==> config.mk <==
export PLATFORM = sky130hd
export DESIGN_NAME = pause_frame_gen
export DESIGN_NICKNAME = d
export VERILOG_FILES = /design/src/rtl/pause_gen_pkg.sv /design/src/rtl/pause_ctrl.sv /design/src/rtl/pause_dp.sv /design/src/rtl/pause_frame_gen.sv
export SDC_FILE = /design/constraint.sdc
export NUM_CORES = 1
export LEC_CHECK = 0
export BUFFER_PORTS_ARGS = -buffer_cell sky130_fd_sc_hd__buf_2
export CORE_UTILIZATION = 57
export DETAILED_ROUTE_END_ITERATION = 10
export PLACE_DENSITY = 0.84
export RECOVER_POWER = 100
export SYNTH_ARGS = -nofsm -noshare
export SYNTH_HDL_FRONTEND = slang
export SYNTH_SLANG_ARGS = --single-unit
==> constraint.sdc <==
create_clock -name clk -period 2.63 [get_ports clk]
set_clock_uncertainty 0.1 [all_clocks]
set_input_delay 0.1315 -clock clk [delete_from_list [all_inputs] [get_ports clk]]
set_output_delay 0.1315 -clock clk [all_outputs]
set_load 0.05 [all_outputs]
==> src/rtl/pause_gen_pkg.sv <==
package pause_gen_pkg;
  localparam int QUANTA_W  = 16;
  localparam int MAC_W     = 48;
  localparam int FRAME_LEN = 60;
  localparam int HDR_BYTES = 18;

  typedef struct packed {
    logic                start;
    logic [QUANTA_W-1:0] quanta;
    logic [MAC_W-1:0]    src;
  } launch_t;
endpackage

==> src/rtl/pause_ctrl.sv <==
module pause_ctrl
  import pause_gen_pkg::*;
#(
  parameter int ADDR_W = 4,
  parameter int DATA_W = 32
) (
  input  logic              clk,
  input  logic              rstN,
  input  logic              wrEn,
  input  logic              rdEn,
  input  logic [ADDR_W-1:0] addr,
  input  logic [DATA_W-1:0] wrData,
  output logic [DATA_W-1:0] rdData,
  input  logic [MAC_W-1:0]  srcMac,
  input  logic              dpBusy,
  output launch_t           launch
);
  localparam logic [ADDR_W-1:0] ADDR_CTRL   = ADDR_W'(0);
  localparam logic [ADDR_W-1:0] ADDR_QUANTA = ADDR_W'(1);
  localparam logic [ADDR_W-1:0] ADDR_ENABLE = ADDR_W'(2);

  logic [1:0]          ctrlReg;
  logic [QUANTA_W-1:0] quantaReg;
  logic                enReg;
  logic                pendValid;
  logic [1:0]          pendBits;

  logic reqXon, reqXoff, launchNow, ctrlWr, holdWr, applyPend;
  logic unusedWrBits;

  assign unusedWrBits = ^wrData[DATA_W-1:QUANTA_W];

  assign reqXon    = (ctrlReg == 2'b01);
  assign reqXoff   = (ctrlReg == 2'b10);
  assign launchNow = enReg && !dpBusy && !pendValid && (reqXon || reqXoff);
  assign ctrlWr    = wrEn && (addr == ADDR_CTRL);
  assign holdWr    = ctrlWr && (dpBusy || launchNow || pendValid);
  assign applyPend = pendValid && !dpBusy && !ctrlWr;

  always_ff @(posedge clk) begin
    if (!rstN) begin
      ctrlReg <= '0;
    end else if (launchNow) begin
      ctrlReg <= '0;
    end else if (applyPend) begin
      ctrlReg <= pendBits;
    end else if (ctrlWr && !holdWr) begin
      ctrlReg <= wrData[1:0];
    end
  end

  always_ff @(posedge clk) begin
    if (!rstN) begin
      pendValid <= 1'b0;
      pendBits  <= '0;
    end else if (holdWr) begin
      pendValid <= 1'b1;
      pendBits  <= wrData[1:0];
    end else if (applyPend) begin
      pendValid <= 1'b0;
    end
  end

  always_ff @(posedge clk) begin
    if (!rstN) begin
      quantaReg <= '0;
      enReg     <= 1'b1;
    end else if (wrEn) begin
      if (addr == ADDR_QUANTA) quantaReg <= wrData[QUANTA_W-1:0];
      if (addr == ADDR_ENABLE) enReg     <= wrData[0];
    end
  end

  always_ff @(posedge clk) begin
    if (!rstN) begin
      rdData <= '0;
    end else if (rdEn) begin
      case (addr)
        ADDR_CTRL:   rdData <= {{(DATA_W-2){1'b0}}, ctrlReg};
        ADDR_QUANTA: rdData <= {{(DATA_W-QUANTA_W){1'b0}}, quantaReg};
        ADDR_ENABLE: rdData <= {{(DATA_W-1){1'b0}}, enReg};
        default:     rdData <= '0;
      endcase
    end
  end

  always_comb begin
    launch.start  = launchNow;
    launch.quanta = reqXoff ? quantaReg : '0;
    launch.src    = srcMac;
  end

  // a launched request is gone from the control register next cycle
  a_r2_clear_on_start: assert property (@(posedge clk) disable iff (!rstN)
    launch.start |=> (ctrlReg == 2'b00));

  // a control write during a frame is parked, not applied
  a_r10_hold_while_busy: assert property (@(posedge clk) disable iff (!rstN)
    (dpBusy && ctrlWr) |=> (pendValid && $stable(ctrlReg)));

  // quanta reads never show the reserved upper bits
  a_r9_upper_zero: assert property (@(posedge clk) disable iff (!rstN)
    (rdEn && addr == ADDR_QUANTA) |=> (rdData[DATA_W-1:QUANTA_W] == '0));

  // unmapped reads return zero
  a_r11_unmapped_zero: assert property (@(posedge clk) disable iff (!rstN)
    (rdEn && addr > ADDR_ENABLE) |=> (rdData == '0));
endmodule

==> src/rtl/pause_dp.sv <==
module pause_dp
  import pause_gen_pkg::*;
(
  input  logic       clk,
  input  logic       rstN,
  input  launch_t    launch,
  input  logic       txReady,
  output logic [7:0] txData,
  output logic       txValid,
  output logic       txSop,
  output logic       txEop,
  output logic       busy
);
  localparam int IDX_W = $clog2(FRAME_LEN);
  localparam int HDR_W = HDR_BYTES * 8;
  localparam logic [IDX_W-1:0] LAST_IDX = IDX_W'(FRAME_LEN - 1);
  localparam logic [IDX_W-1:0] HDR_END  = IDX_W'(HDR_BYTES);
  localparam logic [47:0] DEST_MAC  = 48'h0180_C200_0001;
  localparam logic [15:0] CTRL_TYPE = 16'h8808;
  localparam logic [15:0] PAUSE_OP  = 16'h0001;

  logic [IDX_W-1:0]    idx;
  logic [QUANTA_W-1:0] qLatch;
  logic [MAC_W-1:0]    srcLatch;
  logic                beat, lastByte;
  logic [HDR_W-1:0]    hdrAll, hdrShift;

  assign beat     = busy && txReady;
  assign lastByte = (idx == LAST_IDX);

  always_ff @(posedge clk) begin
    if (!rstN) begin
      busy     <= 1'b0;
      idx      <= '0;
      qLatch   <= '0;
      srcLatch <= '0;
    end else if (launch.start) begin
      busy     <= 1'b1;
      idx      <= '0;
      qLatch   <= launch.quanta;
      srcLatch <= launch.src;
    end else if (beat) begin
      if (lastByte) busy <= 1'b0;
      else          idx  <= idx + IDX_W'(1);
    end
  end

  assign hdrAll   = {DEST_MAC, srcLatch, CTRL_TYPE, PAUSE_OP, qLatch};
  assign hdrShift = hdrAll << {idx, 3'b000};

  always_comb begin
    txValid = busy;
    txSop   = busy && (idx == '0);
    txEop   = busy && lastByte;
    txData  = (busy && idx < HDR_END) ? hdrShift[HDR_W-1 -: 8] : 8'h00;
  end

  // stalled output holds its byte and markers
  a_r8_stall_hold: assert property (@(posedge clk) disable iff (!rstN)
    (txValid && !txReady) |=> (txValid && $stable(txData) && $stable(txSop) && $stable(txEop)));

  // a new frame never starts over an active one
  a_r8_no_overlap: assert property (@(posedge clk) disable iff (!rstN)
    launch.start |-> !busy);

  // start and end markers never coincide; stream idles after the end
  a_r7_markers_apart: assert property (@(posedge clk) disable iff (!rstN)
    txValid |-> !(txSop && txEop));
  a_r7_idle_after_end: assert property (@(posedge clk) disable iff (!rstN)
    (txValid && txEop && txReady) |=> !txValid);

  // captured pause time is fixed for the frame
  a_r12_quanta_fixed: assert property (@(posedge clk) disable iff (!rstN)
    (busy && !launch.start) |=> $stable(qLatch));
endmodule

==> src/rtl/pause_frame_gen.sv <==
module pause_frame_gen
  import pause_gen_pkg::*;
#(
  parameter int ADDR_W = 4,
  parameter int DATA_W = 32
) (
  input  logic              clk,
  input  logic              rstN,
  input  logic              regWrEn,
  input  logic              regRdEn,
  input  logic [ADDR_W-1:0] regAddr,
  input  logic [DATA_W-1:0] regWrData,
  output logic [DATA_W-1:0] regRdData,
  input  logic [MAC_W-1:0]  srcMac,
  output logic [7:0]        txData,
  output logic              txValid,
  output logic              txSop,
  output logic              txEop,
  input  logic              txReady
);
  launch_t launch;
  logic    dpBusy;

  pause_ctrl #(.ADDR_W(ADDR_W), .DATA_W(DATA_W)) u_ctrl (
    .clk(clk), .rstN(rstN), .wrEn(regWrEn), .rdEn(regRdEn), .addr(regAddr),
    .wrData(regWrData), .rdData(regRdData), .srcMac(srcMac),
    .dpBusy(dpBusy), .launch(launch)
  );

  pause_dp u_dp (
    .clk(clk), .rstN(rstN), .launch(launch), .txReady(txReady),
    .txData(txData), .txValid(txValid), .txSop(txSop), .txEop(txEop),
    .busy(dpBusy)
  );
endmodule

### Word level (Yosys, flattened, before mapping)

Cells that the tools add are included.

| word-level totals | value |
|---|---|
| register bits | 125 |
| latch bits | 0 |
| memory bits (writable) | 0 |
| ROM bits | 0 |
| bits of input ports | 89 |
| output and inout bits | 43 |
| logic and storage cells | 60 |
| memories | 0 |

| operators by class | value |
|---|---|
| add/subtract/negate cells | 1 |
| multiply operators | 0 |
| divide/modulo/power cells | 0 |
| $lt $le $gt $ge | 1 |
| equality and inequality tests | 5 |
| shift-type cells | 1 |
| multiplexer cells | 10 |
| bitwise gates (word level) | 2 |
| reductions and logical operators | 30 |

Operators by type and width:

| kind | number |
|---|---|
| $shl 137x9->144 | 1 |
| $pmux 16 s3 | 1 |
| $mux 16 | 1 |
| $logic_and 1x1->1 | 12 |
| $mux 8 | 1 |
| $reduce_and 2->1 | 4 |
| $reduce_bool 2->1 | 4 |
| $add 6x1->6 const B | 1 |
| $eq 6x6->1 const B | 1 |
| $logic_not 6->1 | 1 |
| $lt 6x5->1 const B | 1 |
| $mux 1 | 5 |
| $eq 4x1->1 const B | 1 |
| $eq 4x2->1 const B | 1 |
| $logic_not 1->1 | 4 |
| $logic_not 4->1 | 1 |
| $mux 2 | 2 |
| $logic_or 1x1->1 | 3 |
| $eq 2x1->1 const B | 1 |
| $eq 2x2->1 const B | 1 |
| $not 1->1 | 2 |
| $reduce_or 2->1 | 1 |

### Longest topological paths before layout

| depth | value |
|---|---|
| depth in word-level cells | 11 |
| mapped depth | 8 |
| depth with buffers taken out | 6 |

### Modules after synthesis

Synthesis repeated with hierarchy kept, for this count alone.

| second synthesis, totals | value |
|---|---|
| cell total of the unflattened synthesis | 610 |
| area, all modules | 5736.8 um^2 |

By module, submodules not included:

| module | times used | cells each | area an instance (um^2) | seq. area each (um^2) |
|---|---|---|---|---|
| pause_dp | 1 | 338 | 3493.4 | 1421.4 |
| pause_ctrl | 1 | 272 | 2243.4 | 760.7 |

### Least setup slack after synthesis

OpenSTA, ideal clock, no wires.

| timing path | value |
|---|---|
| kind | register -> output |
| from | register u_dp.idx[1] |
| to | output txData[7] |
| arrival | 2.305 ns |
| data required time | 2.399 ns |
| path slack | 0.094 ns |
| stages on the path, launching flop included | 6 |
| path buffers | 1 |
| cells stage by stage | dfxtp_1 -> buf_2 -> inv_1 -> ha_1 -> a221oi_1 -> a211oi_1 |

| on the way | value |
|---|---|
| word-level cells in the longest chain between the ends | 3 |
| elaborated cells on any way between the ends | 4 |
| those cells by class | 1 x order compare; 1 x shift; 1 x mux; 1 x reduce/logical |

RTL lines:

| item | RTL line | text |
|---|---|---|
| start: declaration | pause_dp.sv:22 | `logic [IDX_W-1:0] idx;` |
| start signal: assignment | pause_dp.sv:44 | `else idx <= idx + IDX_W'(1);` |
| branches (longest 2 deep; another with $shl 137x9->144) | - |  |
| $mux 8 (*) | pause_dp.sv:55 | `txData = (busy && idx < HDR_END) ? hdrShift[HDR_W-1 -: 8] : 8'h00;` |
| end: declaration | pause_frame_gen.sv:15 | `output logic [7:0] txData,` |

Every way passes the cells marked *.

### Final worst setup path

| timing path | value |
|---|---|
| from | register u_dp.idx[0] |
| to | output txData[7] |

Same word-level chain as after synthesis.

==> results.yml <==
layout:
  final_nets: 799
  diodes: 0
  drive_gt1_share_pct: 17.3
  area_growth_pct: 25.0
  fin_util_pct: 75.0
setup_path:
  crit_start: "u_dp.idx[0]$_SDFFE_PP0P_"
  rrSetupSlack_ns: 0.19
  worstReg2RegStart: "u_ctrl.ctrlReg[0]$_SDFFE_PP0P_"
  cp.arrival_ns: 2.27
  cp-start-kind: "flip-flop"
  rr_worst_depth: 6
  r2r_end: "u_dp.srcLatch[20]$_SDFFE_PN0P_"
  cp.required_ns: 2.40
  endpoint: "txData[7]"
  cp_max_fo: 10
  cp-end-kind: "output pin"
  worstSetupPathType: "flip-flop to output pin"
synthesis:
  synth_top_area_share_pct: 43.6
  ys_seq_elements: 109
  seq_area_frac_synth_pct: 43.6
  synthesis.area_um2: 5000
  synthFlopType: "dfxtp_1"
  ys_async_sr_fraction_pct: 0
  yosys.area.top_type: "dfxtp_1"
  synth_edf_count: 0
  synth_common_cells: "141 x nand2_1, 109 x dfxtp_1, 57 x a21boi_0"
  synth_most_common_cell: "nand2_1"
  synth.avg_cell_area_um2: 8.89
  yosysWarnings: 0
  synth_cell_types: 45
  synthTopCellsByArea: "dfxtp_1 44%, nand2_1 11%, a21boi_0 8.5%"
  syn-instance-count: 563
power_and_ir_drop:
  clkPwrFrac_pct: 35.0
  pwr-share-comb_pct: 10.5
  cellPowerDensity_nw_per_um2: 494
  net-switching-power_uw: 806
  ir_drop_v: 0.000288
  internal_power_mw: 2.29
  p_leak_nw: 2.30
  p_sw_share_pct: 26.0
  seq_power_share_pct: 54.5
floorplanning:
  core_um2: 8340
  dieArea_um2: 9160
  start_util_pct: 60.0
  die_w_um: 95.7
  row_count: 33
  boundaryPins: 132
  die-height_um: 95.7
flow_run:
  cap_violations: 0
placed_design:
  numPortBuffers: 99
  hpwl_um: 7990
  place_congestion: 0.879
  dp_slack_ns: 0.368
detailed_routing:
  first_pass_iters: 7
  ant_nets: 0
  drt-vias-per-instance: 5.52
  routed_wl_um: 13100
  drt-initial-drc-count: 245
  num_vias: 4504
  drcViolationCount: 0
  wl_per_cell_um: 16.0
global_routing:
  antenna_found_initial: 0
  first_global_vias: 4267
  grt_max_degree: 88
  grt_pass1_wl_um: 20400
  grtUsageTotal_pct: 29.3
  grt-ovfl-total: 0
clock_tree:
  clock-sinks: 109
  clockRootBuffer: "clkbuf_8"
  post_cts_buffers: 0
  cts_tree: "done"
  htreeDepth: 3
  clk_pin_slew_ns: 0.11
  clock_latency_ns: 0.37
  clk_path_buf_depth: 2
  cts_buffers: 9
outcome:
  status: "finished clean"
timing:
  period_share_pct: 95.0
  post-route-min-period_ns: 2.50
  finalSetupViolations: 0
  worst_pin_slew_ns: 1.20
  fin_ws_ns: 0.131
  fin_tns_setup_ns: 0
  slew_headroom_pct: 19.9
  hold_viol_final: 0
  timing_max_transition_violations_final: 0
  clock.fmax_mhz: 400
  rsz0062_at_grt: "no"
hold_path:
  hold_path.class: "primary input to flip-flop"
[metrics by stage]
step	total power [mW]	instance area (um^2)	hold WS, ns	std cells
3_5_place_dp	1.97	5450	0.282	736
3_3_place_gp	1.96	5450	0.271	736
2_1_floorplan	1.90	5060	0.157	578
4_1_cts	3.09	6300	0.0147	816
5_1_grt	3.19	6260	0.0348	816
6_report	3.09	6260	0.0153	816
[worst min-delay path by stage]
stage	slack (ns)	startpoint	end	depth (start not counted)
floorplan	0.16	regWrData[0]	u_ctrl.enReg$_SDFFE_PN1P_	2
global placement	0.27	srcMac[29]	u_dp.srcLatch[29]$_SDFFE_PN0P_	3
detailed placement	0.28	srcMac[29]	u_dp.srcLatch[29]$_SDFFE_PN0P_	3
CTS	0.01	regAddr[2]	u_ctrl.rdData[0]$_SDFFE_PN0P_	4
global route	0.03	regAddr[2]	u_ctrl.rdData[0]$_SDFFE_PN0P_	4
finish	0.02	regAddr[2]	u_ctrl.rdData[0]$_SDFFE_PN0P_	4
[placed cells by master, fill, tap and decap left out, types with 4 or more instances in the layout]
cell	n
clkbuf_8	9
a211oi_1	9
dfxtp_1	106
a22o_1	16
and3_1	5
mux2_2	7
ha_1	4
clkbuf_1	20
nand2_1	141
buf_2	73
conb_1	16
nor2_1	10
buf_4	5
a21boi_0	66
inv_1	6
a221oi_1	4
clkbuf_2	7
mux4_2	7
o21ai_0	9
nor2b_1	35
nand2b_1	7
nand3_1	4
mux2i_1	16
dlygate4sd3_1	64
a21oi_1	21
[per-layer routing]
metal | global-route usage (%) | vias up | part of all wire (%)
li1 | - | 2170 | -
met3 | 4.90 | 31 | 6.3
met2 | 51.0 | 179 | 48
met5 | 0 | - | 0
met4 | 9.08 | 0 | 2.3
met1 | 37.0 | 2124 | 43
[flip-flops by register name, indices dropped and copies added, names as in the netlist]
signal / count
u_ctrl.ctrlReg: 2
u_dp.idx: 6
u_dp.busy: 1
u_dp.srcLatch: 48
u_ctrl.rdData: 16
u_dp.qLatch: 16
u_ctrl.pendValid: 1
u_ctrl.quantaReg: 16
u_ctrl.pendBits: 2
u_ctrl.enReg: 1
[what timing repair did]
| item | 4_1_cts | 5_1_grt |
|---|---|---|
| endpoints found under the hold margin | 66 | 0 |
| setup endpoints to repair | 0 | 8 |
| hold buffers | 64 | 0 |
| resized for setup | 0 | 4 |
[final cells by class]
type / instances / area, um^2
clock buffers: 9 / 124
clock inverters: 7 / 90.1
fillers: 595 / 2080
inverters: 6 / 22.5
multi-input cells: 410 / 2540
flip-flops and latches: 109 / 2190
well taps: 105 / 131
repair buffers: 170 / 1160
[power groups by stage]
stage          combinational [mW]  sequential, mW  clock (mW)
5_1_grt                     0.350            1.69        1.15
3_5_place_dp                0.246            1.72           0
3_3_place_gp                0.241            1.72           0
4_1_cts                     0.319            1.68        1.09
2_1_floorplan               0.177            1.72           0
6_report                    0.324            1.69        1.08
[worst max-delay path, stage by stage, from the launching register on]
cell and delay, ns:
dfxtp_2 0.44, clkbuf_4 0.28, inv_1 0.10, ha_1 0.24, a31o_2 0.24, a221oi_1 0.21
a211oi_1 0.14, buf_2 0.23
[cell families (layout without fill, tap and decap cells)]
kind of cell / after synthesis / after routing / share of synthesized area, %
xor gates and xnor gates: 4 / 4 / 0.700
DFF: 109 / 109 / 43.6
AOI/OAI and AO/OA: 138 / 138 / 19.8
and+or+nand+nor: 218 / 218 / 20.6
adders and majority gates: 4 / 4 / 1.00
buffers and inverters: 59 / 192 / 6.27
muxes: 30 / 30 / 7.92
other: 1 / 16 / 0.0749
No activity file was read; power rests on OpenSTA's default activity.
